**config.mk**
```make
export PLATFORM = sky130hd
export DESIGN_NAME = uwa_merge_unit
export DESIGN_NICKNAME = d
export VERILOG_FILES = /design/src/rtl/uwa_pkg.sv /design/src/rtl/uwa_addr_gen.sv /design/src/rtl/uwa_merge.sv /design/src/rtl/uwa_ctrl.sv /design/src/rtl/uwa_merge_unit.sv
export SDC_FILE = /design/constraint.sdc
export NUM_CORES = 1
export LEC_CHECK = 0
export BUFFER_PORTS_ARGS = -buffer_cell sky130_fd_sc_hd__buf_4
export CORE_MARGIN = 2
export CORE_UTILIZATION = 59
export DETAILED_ROUTE_END_ITERATION = 7
export PLACE_DENSITY_LB_ADDON = 0.08
export SLEW_MARGIN = 20
export SYNTH_ARGS = -nofsm -noshare
export SYNTH_HDL_FRONTEND = slang
export SYNTH_SLANG_ARGS = --single-unit
```
**constraint.sdc**
```tcl
create_clock -name clk -period 4.8 [get_ports clk]
set_input_delay 0.24 -clock clk [delete_from_list [all_inputs] [get_ports clk]]
set_output_delay 0.24 -clock clk [all_outputs]
set_load 0.01 [all_outputs]
```
**src/rtl/uwa_pkg.sv**
```systemverilog
package uwa_pkg;
  typedef enum logic [1:0] {
    OP_LD_HI = 2'd0,
    OP_LD_LO = 2'd1,
    OP_ST_HI = 2'd2,
    OP_ST_LO = 2'd3
  } uwa_op_e;

  typedef enum logic [1:0] {
    ST_IDLE  = 2'd0,
    ST_READ  = 2'd1,
    ST_MERGE = 2'd2,
    ST_WRITE = 2'd3
  } uwa_state_e;
endpackage

```
**src/rtl/uwa_addr_gen.sv**
```systemverilog
module uwa_addr_gen #(
  parameter int ADDR_W = 32,
  parameter int OFF_W  = 16,
  parameter int LANE_W = 2
) (
  input  logic [ADDR_W-1:0] base,
  input  logic [OFF_W-1:0]  offset,
  output logic [ADDR_W-1:0] word_addr,
  output logic [LANE_W-1:0] lane
);
  logic [ADDR_W-1:0] eff;

  always_comb begin
    eff       = base + {{(ADDR_W-OFF_W){offset[OFF_W-1]}}, offset};
    word_addr = {eff[ADDR_W-1:LANE_W], {LANE_W{1'b0}}};
    lane      = eff[LANE_W-1:0];
  end
endmodule

```
**src/rtl/uwa_merge.sv**
```systemverilog
module uwa_merge
  import uwa_pkg::*;
#(
  parameter int DATA_W = 32,
  parameter int LANE_W = 2
) (
  input  uwa_op_e           op,
  input  logic [LANE_W-1:0] lane,
  input  logic [DATA_W-1:0] reg_val,
  input  logic [DATA_W-1:0] mem_word,
  output logic [DATA_W-1:0] merged
);
  localparam int SH_W = $clog2(DATA_W) + 1;
  localparam logic [DATA_W-1:0] ONES = '1;

  logic [SH_W-1:0] sh_lo, sh_lo_next, sh_top;
  logic [DATA_W-1:0] keep_mask;

  always_comb begin
    sh_lo      = {1'b0, lane, 3'b000};
    sh_lo_next = sh_lo + SH_W'(8);
    sh_top     = SH_W'(DATA_W - 8) - sh_lo;
    keep_mask  = '0;
    merged     = '0;
    unique case (op)
      OP_LD_HI: begin
        keep_mask = ONES >> sh_lo_next;
        merged    = (reg_val & keep_mask) | (mem_word << sh_top);
      end
      OP_LD_LO: begin
        keep_mask = ~(ONES >> sh_lo);
        merged    = (reg_val & keep_mask) | (mem_word >> sh_lo);
      end
      OP_ST_HI: begin
        keep_mask = ONES << sh_lo_next;
        merged    = (mem_word & keep_mask) | (reg_val >> sh_top);
      end
      OP_ST_LO: begin
        keep_mask = ~(ONES << sh_lo);
        merged    = (mem_word & keep_mask) | (reg_val << sh_lo);
      end
      default: merged = '0;
    endcase
  end
endmodule

```
**src/rtl/uwa_ctrl.sv**
```systemverilog
module uwa_ctrl
  import uwa_pkg::*;
#(
  parameter int DATA_W = 32,
  parameter int ADDR_W = 32,
  parameter int IDX_W  = 5,
  parameter int LANE_W = 2
) (
  input  logic              clk,
  input  logic              rst_n,
  input  logic              cmd_valid,
  output logic              cmd_ready,
  input  uwa_op_e           cmd_op,
  input  logic [IDX_W-1:0]  cmd_idx,
  input  logic [DATA_W-1:0] cmd_val,
  input  logic [ADDR_W-1:0] cmd_word_addr,
  input  logic [LANE_W-1:0] cmd_lane,
  output uwa_op_e           op_q,
  output logic [LANE_W-1:0] lane_q,
  output logic [DATA_W-1:0] val_q,
  input  logic [DATA_W-1:0] merged,
  output logic              mem_req,
  output logic              mem_we,
  output logic [ADDR_W-1:0] mem_addr,
  output logic [DATA_W-1:0] mem_wdata,
  output logic              wb_valid,
  output logic [IDX_W-1:0]  wb_idx,
  output logic [DATA_W-1:0] wb_data,
  output logic              done
);
  uwa_state_e        state_q, state_d;
  logic [IDX_W-1:0]  idx_q;
  logic [ADDR_W-1:0] addr_q;
  logic [DATA_W-1:0] wdata_q;
  logic              cap_en, wd_en, is_store;

  assign is_store = op_q[1];
  assign cap_en   = (state_q == ST_IDLE) && cmd_valid;
  assign wd_en    = (state_q == ST_MERGE) && is_store;

  always_comb begin
    state_d = state_q;
    unique case (state_q)
      ST_IDLE:  if (cmd_valid) state_d = ST_READ;
      ST_READ:  state_d = ST_MERGE;
      ST_MERGE: state_d = is_store ? ST_WRITE : ST_IDLE;
      ST_WRITE: state_d = ST_IDLE;
      default:  state_d = ST_IDLE;
    endcase
  end

  always_ff @(posedge clk or negedge rst_n) begin
    if (!rst_n) state_q <= ST_IDLE;
    else        state_q <= state_d;
  end

  always_ff @(posedge clk or negedge rst_n) begin
    if (!rst_n) begin
      op_q   <= OP_LD_HI;
      lane_q <= '0;
      val_q  <= '0;
      idx_q  <= '0;
      addr_q <= '0;
    end else if (cap_en) begin
      op_q   <= cmd_op;
      lane_q <= cmd_lane;
      val_q  <= cmd_val;
      idx_q  <= cmd_idx;
      addr_q <= cmd_word_addr;
    end
  end

  always_ff @(posedge clk or negedge rst_n) begin
    if (!rst_n)     wdata_q <= '0;
    else if (wd_en) wdata_q <= merged;
  end

  always_comb begin
    cmd_ready = (state_q == ST_IDLE);
    mem_req   = (state_q == ST_READ) || (state_q == ST_WRITE);
    mem_we    = (state_q == ST_WRITE);
    mem_addr  = addr_q;
    mem_wdata = wdata_q;
    wb_valid  = (state_q == ST_MERGE) && !is_store && (idx_q != '0);
    wb_idx    = idx_q;
    wb_data   = merged;
    done      = ((state_q == ST_MERGE) && !is_store) || (state_q == ST_WRITE);
  end

  // an accepted command makes the unit busy and starts its read
  a_r8_busy_after_accept: assert property (@(posedge clk) disable iff (!rst_n)
    cmd_valid && cmd_ready |=> !cmd_ready && mem_req && !mem_we);
  // a write comes exactly two cycles after the read of the same command
  a_r7_write_after_read: assert property (@(posedge clk) disable iff (!rst_n)
    mem_req && mem_we |-> $past(mem_req && !mem_we, 2));
  // completion is a single-cycle pulse
  a_r7_done_pulse: assert property (@(posedge clk) disable iff (!rst_n)
    done |=> !done);
  // no writeback to register 0
  a_r6_no_zero_wb: assert property (@(posedge clk) disable iff (!rst_n)
    wb_valid |-> wb_idx != '0);
  // writeback and memory write never coincide
  a_r10_wb_excl_write: assert property (@(posedge clk) disable iff (!rst_n)
    mem_we |-> !wb_valid);
endmodule

```
**src/rtl/uwa_merge_unit.sv**
```systemverilog
module uwa_merge_unit
  import uwa_pkg::*;
#(
  parameter int DATA_W = 32,
  parameter int ADDR_W = 32,
  parameter int OFF_W  = 16,
  parameter int IDX_W  = 5
) (
  input  logic              clk,
  input  logic              rst_n,
  input  logic              cmd_valid,
  output logic              cmd_ready,
  input  logic [1:0]        cmd_op,
  input  logic [ADDR_W-1:0] cmd_base,
  input  logic [OFF_W-1:0]  cmd_offset,
  input  logic [IDX_W-1:0]  cmd_reg_idx,
  input  logic [DATA_W-1:0] cmd_reg_val,
  output logic              mem_req,
  output logic              mem_we,
  output logic [ADDR_W-1:0] mem_addr,
  output logic [DATA_W-1:0] mem_wdata,
  input  logic [DATA_W-1:0] mem_rdata,
  output logic              wb_valid,
  output logic [IDX_W-1:0]  wb_idx,
  output logic [DATA_W-1:0] wb_data,
  output logic              done
);
  localparam int LANES  = DATA_W / 8;
  localparam int LANE_W = $clog2(LANES);

  logic [ADDR_W-1:0] word_addr;
  logic [LANE_W-1:0] lane, lane_q;
  logic [DATA_W-1:0] val_q, merged;
  uwa_op_e           op_q;

  uwa_addr_gen #(.ADDR_W(ADDR_W), .OFF_W(OFF_W), .LANE_W(LANE_W)) u_addr (
    .base(cmd_base), .offset(cmd_offset), .word_addr(word_addr), .lane(lane)
  );

  uwa_ctrl #(.DATA_W(DATA_W), .ADDR_W(ADDR_W), .IDX_W(IDX_W), .LANE_W(LANE_W)) u_ctrl (
    .clk(clk), .rst_n(rst_n), .cmd_valid(cmd_valid), .cmd_ready(cmd_ready),
    .cmd_op(uwa_op_e'(cmd_op)), .cmd_idx(cmd_reg_idx), .cmd_val(cmd_reg_val),
    .cmd_word_addr(word_addr), .cmd_lane(lane),
    .op_q(op_q), .lane_q(lane_q), .val_q(val_q), .merged(merged),
    .mem_req(mem_req), .mem_we(mem_we), .mem_addr(mem_addr), .mem_wdata(mem_wdata),
    .wb_valid(wb_valid), .wb_idx(wb_idx), .wb_data(wb_data), .done(done)
  );

  uwa_merge #(.DATA_W(DATA_W), .LANE_W(LANE_W)) u_merge (
    .op(op_q), .lane(lane_q), .reg_val(val_q), .mem_word(mem_rdata), .merged(merged)
  );

  // every memory access is word aligned
  a_r1_aligned: assert property (@(posedge clk) disable iff (!rst_n)
    mem_req |-> mem_addr[LANE_W-1:0] == '0);
endmodule

```
Word-level counts from Yosys, hierarchy flattened
Index checks and enable logic that the tools add are counted.
Widths: inputs -> output; s select.
{ "totals": {"register_bits": 105, "input_bits": 122, "out_inout_bits": 106, "wordCells": 49} }
{ "op_classes": {"add_sub_neg": 3, "n_eq_ne": 7, "n_shift": 8, "muxes": 4, "bitwise": 10, "reduce_logical": 10} }
{ "ops": {"columns": ["operator", "n"], "rows": [
  ["$and 32x32->32", 4],
  ["$or 32x32->32", 4],
  ["$pmux 32 s4", 1],
  ["$not 32->32", 2],
  ["$add 32x32->32", 1],
  ["$shl 32x5->32", 1],
  ["$shl 32x5->32 const A", 1],
  ["$shl 32x6->32", 1],
  ["$shl 32x6->32 const A", 1],
  ["$shr 32x5->32", 1],
  ["$shr 32x5->32 const A", 1],
  ["$shr 32x6->32", 1],
  ["$shr 32x6->32 const A", 1],
  ["$eq 2x2->1 const B", 4],
  ["$pmux 2 s4", 1],
  ["$add 5x4->6 const B", 1],
  ["$sub 5x5->6 const A", 1],
  ["$reduce_bool 5->1", 1],
  ["$eq 2x1->1 const B", 2],
  ["$logic_and 1x1->1", 4],
  ["$logic_not 2->1", 2],
  ["$mux 2", 2],
  ["$logic_or 1x1->1", 2],
  ["$ne 2x2->1 const B", 1],
  ["$logic_not 1->1", 1]
]} }

Logic depth before layout (Yosys ltp)
Gate-level depths: netlist of the first run.
{ "logic_depth": {"word_depth": 5, "mapped_depth": 10, "mapped_depth_nobuf": 9} }

Cells and area by module
Synthesis of the first run repeated with hierarchy kept, for this count alone.
{ "hier_totals": {"cells_unflattened": 873, "area_unflattened_um2": 9250.1} }
{ "by_module_without_submodules": {"columns": ["module", "instances", "cells_per_inst", "area_each_um2", "seq_area_each_um2"], "rows": [
  ["uwa_ctrl", 1, 268, 4289.1, 2677.6],
  ["uwa_merge", 1, 361, 3198.1, 0.0],
  ["uwa_addr_gen", 1, 244, 1762.9, 0.0]
]} }

Worst setup path after synthesis of the first run
Ideal clock, no wire load.
{ "synth_path": {"path_type": "input to register", "from": "input cmd_base[0]", "to": "register u_ctrl.addr_q[12], in the netlist u_ctrl.mem_addr[12]", "setup_time_ns": 0.133, "arrival_time_ns": 1.988, "slack_ns": 2.679, "cell_stages": 9, "path_buffers": 0, "cell_sequence": "ha_1 > fa_1 > a21oi_1 > o221ai_2 > a21boi_0 > o21ai_0 > a21oi_1 > xor2_1 > o21ai_0"} }
{ "synth_via": {"elab_chain_len": 1} }
{ "synth_lines": {"columns": ["element", "line_no", "text"], "rows": [
  ["from (decl)", "uwa_merge_unit.sv:14", "input logic [ADDR_W-1:0] cmd_base,"],
  ["$add 32x32->32", "uwa_addr_gen.sv:14", "eff = base + {{(ADDR_W-OFF_W){offset[OFF_W-1]}}, offset};"],
  ["to (signal assigned)", "uwa_ctrl.sv:69", "addr_q <= cmd_word_addr;"],
  ["to (decl)", "uwa_ctrl.sv:33", "logic [ADDR_W-1:0] addr_q;"]
]} }
No other way between the ends.
A chain may end at the register's enable or synchronous reset.

Worst setup path in the final report of the first run
{ "layout_path": {"from": "register u_ctrl.lane_q[0]", "to": "output wb_data[17]"} }
{ "layout_via": {"elab_chain_len": 5, "elab_cells_between_ends": 21, "classes_between": "add/sub (2); shift (8); mux (1); bitwise (10)"} }
{ "layout_lines": {"columns": ["element", "line_no", "text"], "rows": [
  ["from (decl)", "uwa_ctrl.sv:19", "output logic [LANE_W-1:0] lane_q,"],
  ["from (signal assigned)", "uwa_ctrl.sv:66", "lane_q <= cmd_lane;"],
  ["$add 5x4->6, or another cell as far along", "uwa_merge.sv:21", "sh_lo_next = sh_lo + SH_W'(8);"],
  ["$shl 32x6->32, or another cell as far along", "uwa_merge.sv:35", "keep_mask = ONES << sh_lo_next;"],
  ["$and 32x32->32, on equally long branches", null, null],
  ["$or 32x32->32, on equally long branches", null, null],
  ["$pmux 32 s4 (*)", "uwa_merge.sv:25", "unique case (op)"],
  ["to (decl)", "uwa_merge_unit.sv:25", "output logic [DATA_W-1:0] wb_data,"]
]} }
Mark *: on every way between the ends. The rest lies on a longest branch, timed or not.

==> key figures, run 1 <==
Drt
  – WL per Instance: ~18 um
  – Vias: roughly 8400
  – Initial DRC count: roughly 700
  – DR vias/cell: approximately 6.1
  – Final WL: approximately 25 mm
  – Routed Antenna Nets: 0
  – Drt pass-1 iters: 5
  – # DRC: 0

Placed design
  – Gpl congestion: roughly 0.95
  – HPWL after DPL: between 15 and 20 mm
  – PortBufs: ~230

Yosys
  – Post-synth EDFFs: 0
  – Top cell type's share of synthesized area: 0.3040
  – Synth Warn #: 0
  – Number of library cell types mapped by synthesis: 75
  – Mapped Area: between 8000 and 9000 um^2
  – Most common cell in the netlist: nand2_1
  – Synth async-reset ratio: 1.000
  – Area contributors post-synth: dfrtp_1, nand2_1, mux2_2, mux2i_1, mux4_2
  – Synth Area per Inst: 8.456 um^2
  – Mapped Cells: a little over 1000
  – Prevailing post-synth register cell: dfrtp_1
  – Seq/Total Area, Yosys: 0.3040
  – Area leader, netlist: dfrtp_1
  – Top post-synthesis cells by count: nand2_1, dfrtp_1, a21oi_1, o21ai_0, nor2_1
  – Synthesized flop and latch total: between 100 and 150

Clock network
  – CTS max path bufs: 2
  – TritonCTS clock tree: built
  – Clk_lat worst skew: between 0.3 and 0.4 ns
  – H-tree depth: 3
  – Sink Count: around 110
  – Clock buffer count from CTS: 9
  – Root buffer cell: clkbuf_16
  – Postcts setup bufs: 0
  – Clock Pin Slew Worst Setup and Hold Paths: approximately 0.080 ns
  – Post-CTS resize count: 0
  – Hold buffers post-CTS: 1

Floorplan
  – Core area: 14420 um^2
  – Rows: 44
  – Starting Density: 0.5991
  – Chip height: ~130 um
  – # IOs: between 200 and 250
  – Die area: 15630 um^2
  – Die X: roughly 130 um

Critical path
  – CP Launch Point: u_ctrl.lane_q[0]$_DFFE_PN0P_
  – Crit path required time: 4.56 ns
  – Worst r2r src: u_ctrl.lane_q[0]$_DFFE_PN0P_
  – Peak fanout along the critical path: between 60 and 70
  – CP Class: reg2out
  – CP Capture Type: primary output
  – FF-to-FF setup slack: 1.91 ns
  – CP Launch Type: register
  – Worst Path Arrival: roughly 3.1 ns

Finish
  – Layout cell share with drive strength beyond 1: 0.2873
  – Area Growth Syn to Fin: 22.27%
  – Antenna diodes: 0
  – # fillers: between 1000 and 1500
  – Nets: 1350

Global routing
  – GRT Total Usage: 0.3180
  – Number of global-route vias before repair: ~8000
  – Initial antenna violation count: 0
  – Grt ovf: 0
  – Largest net degree at the start of global routing: just over 100
  – First-pass GRT wire length: 40.82 mm

Power and ir drop
  – P per Cell Area: between 600 and 700 nW/um^2
  – Lkg Pwr: about 4.9 nW
  – Total power: 7.068 mW
  – Max VDD drop: 278.3 uV

STA
  – Fin. Hold Viols: 0
  – Post-layout min period: roughly 3.3 ns
  – Fmax: 0.2997 GHz
  – Skew final: around 0.0063 ns
  – Slew Limit Headroom: 0.2899
  – Actual slew at the worst max-slew pin: around 1.1 ns
  – Period Utilization, post-route: 0.6951
  – Unrepaired setup endpoints after global routing: no
  – Endpoints failing setup: 0
  – Slew Viols, Final: 0
  – Setup TNS: 0 ns

Flow run
  – Max-cap violations: 0

Outcome
  – Status: completed

Hold path
  – Worst hold start: cmd_reg_val[29]
  – Hold WC Path Type: in2reg
-- logic make-up after synthesis --
group / Yosys count / share of synthesized area
buffers and inverters: 90 / 0.05313
adder cells (fa/ha/maj): 32 / 0.04720
multiplexers: 120 / 0.1756
AND/OR/NAND/NOR: 371 / 0.1827
flip-flops: 105 / 0.3040
other: 1 / 0.0004339
XOR/XNOR: 22 / 0.02230
AO/OA/AOI/OAI: 281 / 0.2146
-- layout make-up --
| class | instances | area, um^2 | share of cell area |
|---|---|---|---|
| tap | 184 | 230.2 | 0.02179 |
| timing repair buffer | 235 | 1767 | 0.1672 |
| clock inverter | 6 | 61.31 | 0.005802 |
| sequential | 105 | 2635 | 0.2494 |
| inverter | 17 | 63.81 | 0.006039 |
| clock buffer | 10 | 239.0 | 0.02262 |
| multi-input combinational | 828 | 5570 | 0.5272 |
-- worst max-delay path: stages, from the launching register on --
cell and delay (ns):
dfrtp_4 1.06, buf_4 0.47, mux2i_1 0.23, a21oi_1 0.08, a22o_1 0.24, a21oi_1 0.21
o21ai_0 0.19, buf_4 0.24
-- layer usage --
layer  track usage  vias to the layer above  routed length, um
li1              -                     4037                  -
met1        0.4103                     3918              10070
met2        0.5176                      369              11950
met3       0.06761                       75               1929
met4        0.1418                        0               1108
met5             0                        -                  0
-- power breakdown --
part	switching (mW)	total [mW]	leakage (nW)	internal [mW]
logic	2.26	4.37	3.51	2.11
clock network	0.366	0.745	0.144	0.378
registers	0.636	1.95	1.28	1.32
total	3.26	7.07	4.94	3.81
-- path summary, 6_finish.rpt --
check                                                  endpoint  cells past startpoint
max in group asynchronous            u_ctrl.op_q[0]$_DFFE_PN0P_                      3
worst max register to register  u_ctrl.mem_wdata[2]$_DFFE_PN0P_                      6
worst min-delay path               u_ctrl.val_q[29]$_DFFE_PN0P_                      3
worst min register to register   u_ctrl.mem_addr[8]$_DFFE_PN0P_                      2
worst max-delay path                                wb_data[17]                      7
min in group asynchronous          u_ctrl.val_q[11]$_DFFE_PN0P_                      2
-- stage by stage --
| stage | setup WS (ns) | util | instance area [um^2] | hold WS, ns | instances |
|---|---|---|---|---|---|
| floorplan | 2.679 | - | 8646 | -0.05559 | 1023 |
| global placement | 1.914 | 0.7111 | 10260 | 0.3579 | 1368 |
| detailed placement | 1.895 | 0.7111 | 10260 | 0.3557 | 1368 |
| CTS | 1.493 | 0.7326 | 10570 | 0.06033 | 1385 |
| global route | 1.241 | 0.7326 | 10570 | 0.05815 | 1385 |
| finish | 1.463 | 0.7326 | 10570 | 0.06508 | 1385 |
-- cells in the final DEF (no fill, tap or decap), types with 4 or more instances in the layout --
cell,Yosys,routed
a22o_1,4,4
and3_1,8,8
a22oi_1,6,6
mux2i_1,50,50
a21oi_1,79,79
nand4_1,5,5
nor3_1,8,8
nor3b_1,4,4
inv_1,15,15
o21ai_1,6,6
a21o_1,10,10
buf_4,11,234
o21ai_0,67,67
mux2_2,49,49
o21a_1,5,5
mux4_2,20,20
a221oi_1,4,4
nand2b_1,11,11
a221o_1,8,8
dfrtp_1,105,101
a21boi_0,4,4
o31ai_1,10,10
a311oi_1,4,4
a31oi_1,9,9
nor2b_1,5,5
a211oi_1,7,7
ha_1,31,31
nand3_1,22,22
xor2_1,9,9
o22ai_1,12,12
nor2_1,61,60
and2_1,8,7
xnor2_1,13,13
clkbuf_16,0,9
nand2_1,229,228
o211ai_1,19,19
o21bai_1,5,5
-- registers in the layout (all words and copies together) (netlist names) --
signal,cells
u_ctrl.mem_addr,30
u_ctrl.mem_wdata,32
u_ctrl.op_q,2
u_ctrl.wb_idx,5
u_ctrl.lane_q,2
u_ctrl.val_q,32
u_ctrl.state_q,2
Note: power is estimated with default switching activity, not from simulation.
==> run 2, diff against run 1 <==
--- a/config.mk
+++ b/config.mk
@@ -7,7 +7,7 @@
 export LEC_CHECK = 0
 export BUFFER_PORTS_ARGS = -buffer_cell sky130_fd_sc_hd__buf_4
 export CORE_MARGIN = 2
-export CORE_UTILIZATION = 59
+export CORE_UTILIZATION = 49
 export DETAILED_ROUTE_END_ITERATION = 7
 export PLACE_DENSITY_LB_ADDON = 0.08
 export SLEW_MARGIN = 20
==> constraint.sdc (replaced) <==
create_clock -name clk -period 2.97 [get_ports clk]
set_input_delay 0.1485 -clock clk [delete_from_list [all_inputs] [get_ports clk]]
set_output_delay 0.1485 -clock clk [all_outputs]
set_load 0.01 [all_outputs]
==> key figures, run 2 (synthesized netlist as in run 1, its figures left out) <==
Outcome
  – Status: completed

Critical path
  – CP Class: reg2out
  – R2R Path End: u_ctrl.mem_wdata[24]$_DFFE_PN0P_
  – Reg2Reg Depth: 6
  – CP Launch Type: register
  – Worst path cell trace: buf_4, mux2i_1, a21oi_1, a22o_1, a21oi_1, o21ai_0, buf_4
  – Crit path required time: 2.82 ns
  – CP Capture Type: primary output
  – Worst Path Arrival: 2.62 ns
  – Critical Path Sink: wb_data[17]
  – Max stage delay cell, worst path: dfrtp_4
  – Peak fanout along the critical path: 28
  – FF-to-FF setup slack: 0.54 ns
  – CP Launch Point: u_ctrl.lane_q[0]$_DFFE_PN0P_
  – Crit-path max cell delay: 0.65 ns
  – Worst r2r src: u_ctrl.lane_q[0]$_DFFE_PN0P_
  – Critical path buffer and inverter count: 2
  – CP top delay family: compound AO/OA/AOI/OAI gates
  – Critical path depth: 7

Drt
  – # DRC: 0
  – Initial DRC count: between 500 and 600
  – Routed Antenna Nets: 0
  – Drt pass-1 iters: 5
  – Vias: approximately 8600
  – Final WL: 26.76 mm
  – DR vias/cell: just under 6
  – WL per Instance: about 18 um

Hold path
  – Hold WC Path Type: in2reg
  – Worst hold start: cmd_reg_val[24]

Flow run
  – Max-cap violations: 0

STA
  – Unrepaired setup endpoints after global routing: no
  – Fmax: between 0.3 and 0.4 GHz
  – Actual slew at the worst max-slew pin: 0.7777 ns
  – Slew Viols, Final: 0
  – Skew final: between 0.003 and 0.004 ns
  – Period Utilization, post-route: 0.9312
  – Fin. Hold Viols: 0
  – Setup ws final: slightly above 0.2 ns
  – Slew Limit Headroom: 0.4811
  – Post-layout min period: between 2 and 3 ns
  – Setup TNS: 0 ns
  – Endpoints failing setup: 0
  – Hold_ws: between 0.01 and 0.015 ns

Clock network
  – Clock Pin Slew Worst Setup and Hold Paths: 0.07 ns
  – TritonCTS clock tree: built
  – Hold buffers post-CTS: 33
  – H-tree depth: 3
  – Postcts setup bufs: 0
  – Clock buffer count from CTS: 9
  – Post-CTS resize count: 0
  – Root buffer cell: clkbuf_16
  – CTS max path bufs: 2
  – Sink Count: 105
  – Clk_lat worst skew: around 0.35 ns

Floorplan
  – Die X: around 140 um
  – Rows: between 40 and 50
  – Core area: 17300 um^2
  – Chip height: approximately 140 um
  – # IOs: 228
  – Die area: between 15000 and 20000 um^2
  – Starting Density: 0.4996

Finish
  – Antenna diodes: 0
  – Final Util: 0.6391
  – Area Growth Syn to Fin: 27.91%
  – Leading cell type in the layout, fill and taps excluded: buf_4
  – Layout cell share with drive strength beyond 1: 0.2851
  – Most frequent cells in the layout: buf_4, nand2_1, dfrtp_1
  – Nets: about 1400

Placed design
  – HPWL after DPL: between 15 and 20 mm
  – PortBufs: around 230
  – Gpl congestion: approximately 0.97
  – Post-place setup slack: between 0.4 and 0.5 ns

Power and ir drop
  – Total power: about 12 mW
  – P per Cell Area: 1053 nW/um^2
  – Lkg Pwr: between 5 and 6 nW
  – Max VDD drop: between 500 and 600 uV

Global routing
  – Met2 usage: 0.4803
  – Met1 usage: 0.3763
  – First-pass GRT wire length: approximately 42 mm
  – Number of global-route vias before repair: 8100
  – Largest net degree at the start of global routing: 79
  – GRT Total Usage: 0.2858
  – Busiest grt layer: met2
  – Initial antenna violation count: 0
  – Met3 GRT Util: 0.05519
  – Grt ovf: 0
==> run 2: changes by cell type in the layout (fill, tap and decap cells not counted) <==
cell / delta
buf_12: +3
buf_4: +9
bufinv_16: +1
clkbuf_1: +2
clkbuf_8: -1
clkinv_2: +2
clkinv_4: -2
clkinv_8: -1
dlygate4sd3_1: +32
inv_8: -1
==> run 2: area by class of cell <==
type                       count  area [um^2]
fill                        1523         6242
clock inverter                 5        56.30
sequential                   105         2635
timing repair buffer         279         2215
tap                          225        281.5
inverter                      17        63.81
clock buffer                  11        232.7
multi-input combinational    828         5570
==> run 2: worst min-delay path by stage <==
stage                                      endpoint  slack, ns  cells after the start
detailed placement  u_ctrl.mem_wdata[3]$_DFFE_PN0P_       0.19                      1
global route           u_ctrl.val_q[14]$_DFFE_PN0P_       0.03                      3
global placement    u_ctrl.mem_wdata[3]$_DFFE_PN0P_       0.20                      1
floorplan              u_ctrl.lane_q[0]$_DFFE_PN0P_      -0.15                      0
finish                 u_ctrl.val_q[24]$_DFFE_PN0P_       0.01                      3
CTS                    u_ctrl.val_q[24]$_DFFE_PN0P_       0.01                      3
==> run 2: worst min-delay path: cells and delay by family <==
kind,cells,cell delay [ns]
simple gates,2,0.10
buf+inv,1,0.07
==> run 2: metrics by stage <==
step	instance area (um^2)	cells
after floorplan	8646	1023
after global placement	10440	1421
after detailed placement	10440	1421
after CTS	11050	1470
after global routing	11050	1470
final	11050	1470
==> run 2: where the power goes <==
group	internal (mW)	switching, mW	leakage [nW]
combinational	3.55	3.91	3.72
sequential	2.13	0.820	1.28
clock	0.656	0.566	0.140
==> run 2: routing by layer <==
metal	vias to the layer above	routed length [um]
met5	-	0
met2	353	12930
met3	34	2045
li1	4121	-
met1	4045	11210
met4	0	573
==> run 3, diff against run 2 <==
--- a/config.mk
+++ b/config.mk
@@ -6,7 +6,6 @@
 export NUM_CORES = 1
 export LEC_CHECK = 0
 export BUFFER_PORTS_ARGS = -buffer_cell sky130_fd_sc_hd__buf_4
-export CORE_MARGIN = 2
 export CORE_UTILIZATION = 49
 export DETAILED_ROUTE_END_ITERATION = 7
 export PLACE_DENSITY_LB_ADDON = 0.08
==> key figures, run 3 (synthesized netlist as in run 1, its figures left out) <==
STA
  – Hold_ws: around 0.011 ns
  – Endpoints failing setup: 0
  – Post-layout min period: about 2.8 ns
  – Unrepaired setup endpoints after global routing: no
  – Setup TNS: 0 ns
  – Setup ws final: roughly 0.13 ns
  – Skew final: ~0.0069 ns
  – Fmax: approximately 0.35 GHz
  – Slew Limit Headroom: 0.2433
  – Period Utilization, post-route: 0.9548
  – Slew Viols, Final: 0
  – Fin. Hold Viols: 0
  – Actual slew at the worst max-slew pin: about 1.1 ns

Critical path
  – Crit path required time: about 2.8 ns
  – CP Launch Type: register
  – Worst r2r src: u_ctrl.op_q[1]$_DFFE_PN0P_
  – Peak fanout along the critical path: 12
  – Critical path buffer and inverter count: 1
  – Worst Path Arrival: 2.69 ns
  – CP Capture Type: primary output
  – FF-to-FF setup slack: 0.46 ns
  – CP top delay family: compound AO/OA/AOI/OAI gates
  – CP Class: reg2out
  – Reg2Reg Depth: 6
  – Max stage delay cell, worst path: nor2b_1
  – Crit-path max cell delay: around 0.87 ns
  – Worst path cell trace: nor2b_1, a21oi_1, o22ai_1, a221o_1, buf_4
  – R2R Path End: u_ctrl.mem_wdata[25]$_DFFE_PN0P_

Finish
  – Area Growth Syn to Fin: 28.06%
  – Layout cell share with drive strength beyond 1: 0.2853
  – Nets: about 1400
  – Layout Cells excl Fill: approximately 1500
  – # fillers: 1530
  – Leading cell type in the layout, fill and taps excluded: buf_4
  – Footprint of the multi-input gates: around 5600 um^2
  – Antenna diodes: 0
  – Register Area: about 2600 um^2
  – Most frequent cells in the layout: buf_4, nand2_1, dfrtp_1

Floorplan
  – Rows: 48
  – Die area: 18170 um^2
  – Die X: about 130 um
  – Core area: ~17000 um^2
  – # IOs: 228
  – Starting Density: 0.5014
  – Chip height: around 130 um

Hold path
  – Worst hold stages: 3
  – Hold WC Path Type: in2reg
  – Hold endpoint: u_ctrl.val_q[24]$_DFFE_PN0P_
  – Worst hold start: cmd_reg_val[24]

Outcome
  – Status: completed

Global routing
  – First-pass GRT wire length: 42.06 mm
  – Largest net degree at the start of global routing: 79
  – GRT Total Usage: 0.2969
  – Number of global-route vias before repair: between 8000 and 9000
  – Grt ovf: 0
  – Initial antenna violation count: 0

Power and ir drop
  – Clock Power Share: 0.102
  – Lkg Pwr: just over 5 nW
  – Combinational Power Share: 0.650
  – Int Pwr: between 6 and 7 mW
  – P per Cell Area: 1049 nW/um^2
  – Sw Ratio: 0.4568
  – Net Sw Power: approximately 5.3 mW
  – Max VDD drop: approximately 640 uV
  – Sequential group share of total power: 0.248

Drt
  – Routed Antenna Nets: 0
  – Final WL: 26.73 mm
  – WL per Instance: roughly 18 um
  – Initial DRC count: ~580
  – Vias: between 8000 and 9000
  – DR vias/cell: roughly 5.8
  – # DRC: 0
  – Drt pass-1 iters: 5

Clock network
  – Sink Count: about 110
  – Clock buffer count from CTS: 9
  – H-tree depth: 3
  – Clk_lat worst skew: about 0.35 ns
  – TritonCTS clock tree: built
  – CTS max path bufs: 2
  – Root buffer cell: clkbuf_16
  – Clock Pin Slew Worst Setup and Hold Paths: 0.07 ns

Placed design
  – Gpl congestion: 0.9498
  – Placed cells: 1421
  – PortBufs: between 200 and 250
  – HPWL after DPL: 19.45 mm
  – Post-place setup slack: roughly 0.5 ns

Flow run
  – Max-cap violations: 0
run 3: cell types whose count changed in the layout (fill, tap and decap cells not counted):
cell,change
buf_12,-1
buf_4,+1
buf_6,+1
bufinv_16,-1
clkbuf_8,+2
clkinv_2,-1
clkinvlp_4,-1
dlygate4sd3_1,+2
inv_6,+1
run 3: worst max path at each step:
stage / slack [ns] / from / cells past startpoint / end
after global routing: 0.09 / u_ctrl.op_q[0]$_DFFE_PN0P_ / 5 / wb_data[24]
after global placement: 0.55 / u_ctrl.op_q[1]$_DFFE_PN0P_ / 5 / wb_data[28]
after CTS: 0.15 / u_ctrl.op_q[1]$_DFFE_PN0P_ / 5 / wb_data[28]
after floorplan: 0.94 / cmd_base[0] / 9 / u_ctrl.mem_addr[12]$_DFFE_PN0P_
after detailed placement: 0.50 / cmd_base[0] / 10 / u_ctrl.mem_addr[12]$_DFFE_PN0P_
final: 0.13 / u_ctrl.op_q[1]$_DFFE_PN0P_ / 5 / wb_data[27]
run 3: final cells by class:
cell class,instances,share of cell area
Multi-Input combinational cell,828,0.5033
Tap cell,225,0.02544
Sequential cell,105,0.2381
Clock inverter,3,0.002035
Inverter,17,0.005766
Timing Repair Buffer,282,0.2018
Clock buffer,13,0.02352
run 3: worst reg2reg max path, cell delays in order, from the launching register on:
cell       delay (ns)
dfrtp_2          0.42
nor2b_1          0.87
a21oi_1          0.22
a2bb2oi_1        0.25
o22ai_1          0.24
a211oi_2         0.09
mux2_2           0.31
run 3: what timing repair did:
action,4_1_cts,5_1_grt
setup endpoints to repair,0,1
resized for setup,0,0
endpoints found under the hold margin,87,0
buffers inserted,0,1
hold buffers,35,0
run 3: layer usage:
metal  part of all wire  vias to the layer above  track usage
met5                  0                        -            0
met4              0.034                        0       0.1248
met3              0.068                       56      0.05518
met2               0.47                      371       0.4814
met1               0.42                     4004       0.3887
li1                   -                     4134            -
run 3: power groups by stage:
stage | sequential [mW] | combinational [mW] | clock [mW]
after global routing | 2.97 | 8.22 | 1.27
after floorplan | 2.80 | 4.76 | 0
after detailed placement | 2.91 | 7.42 | 0
after global placement | 2.90 | 7.34 | 0
after CTS | 2.89 | 7.49 | 1.22
final | 2.88 | 7.55 | 1.18
run 3: per-stage QoR:
stage               utilization  power [mW]  cell area (um^2)
floorplan                     -       7.562              8646
global placement         0.6047       10.24             10420
detailed placement       0.6047       10.33             10420
CTS                      0.6414       11.60             11060
global route             0.6421       12.46             11070
finish                   0.6421       11.61             11070
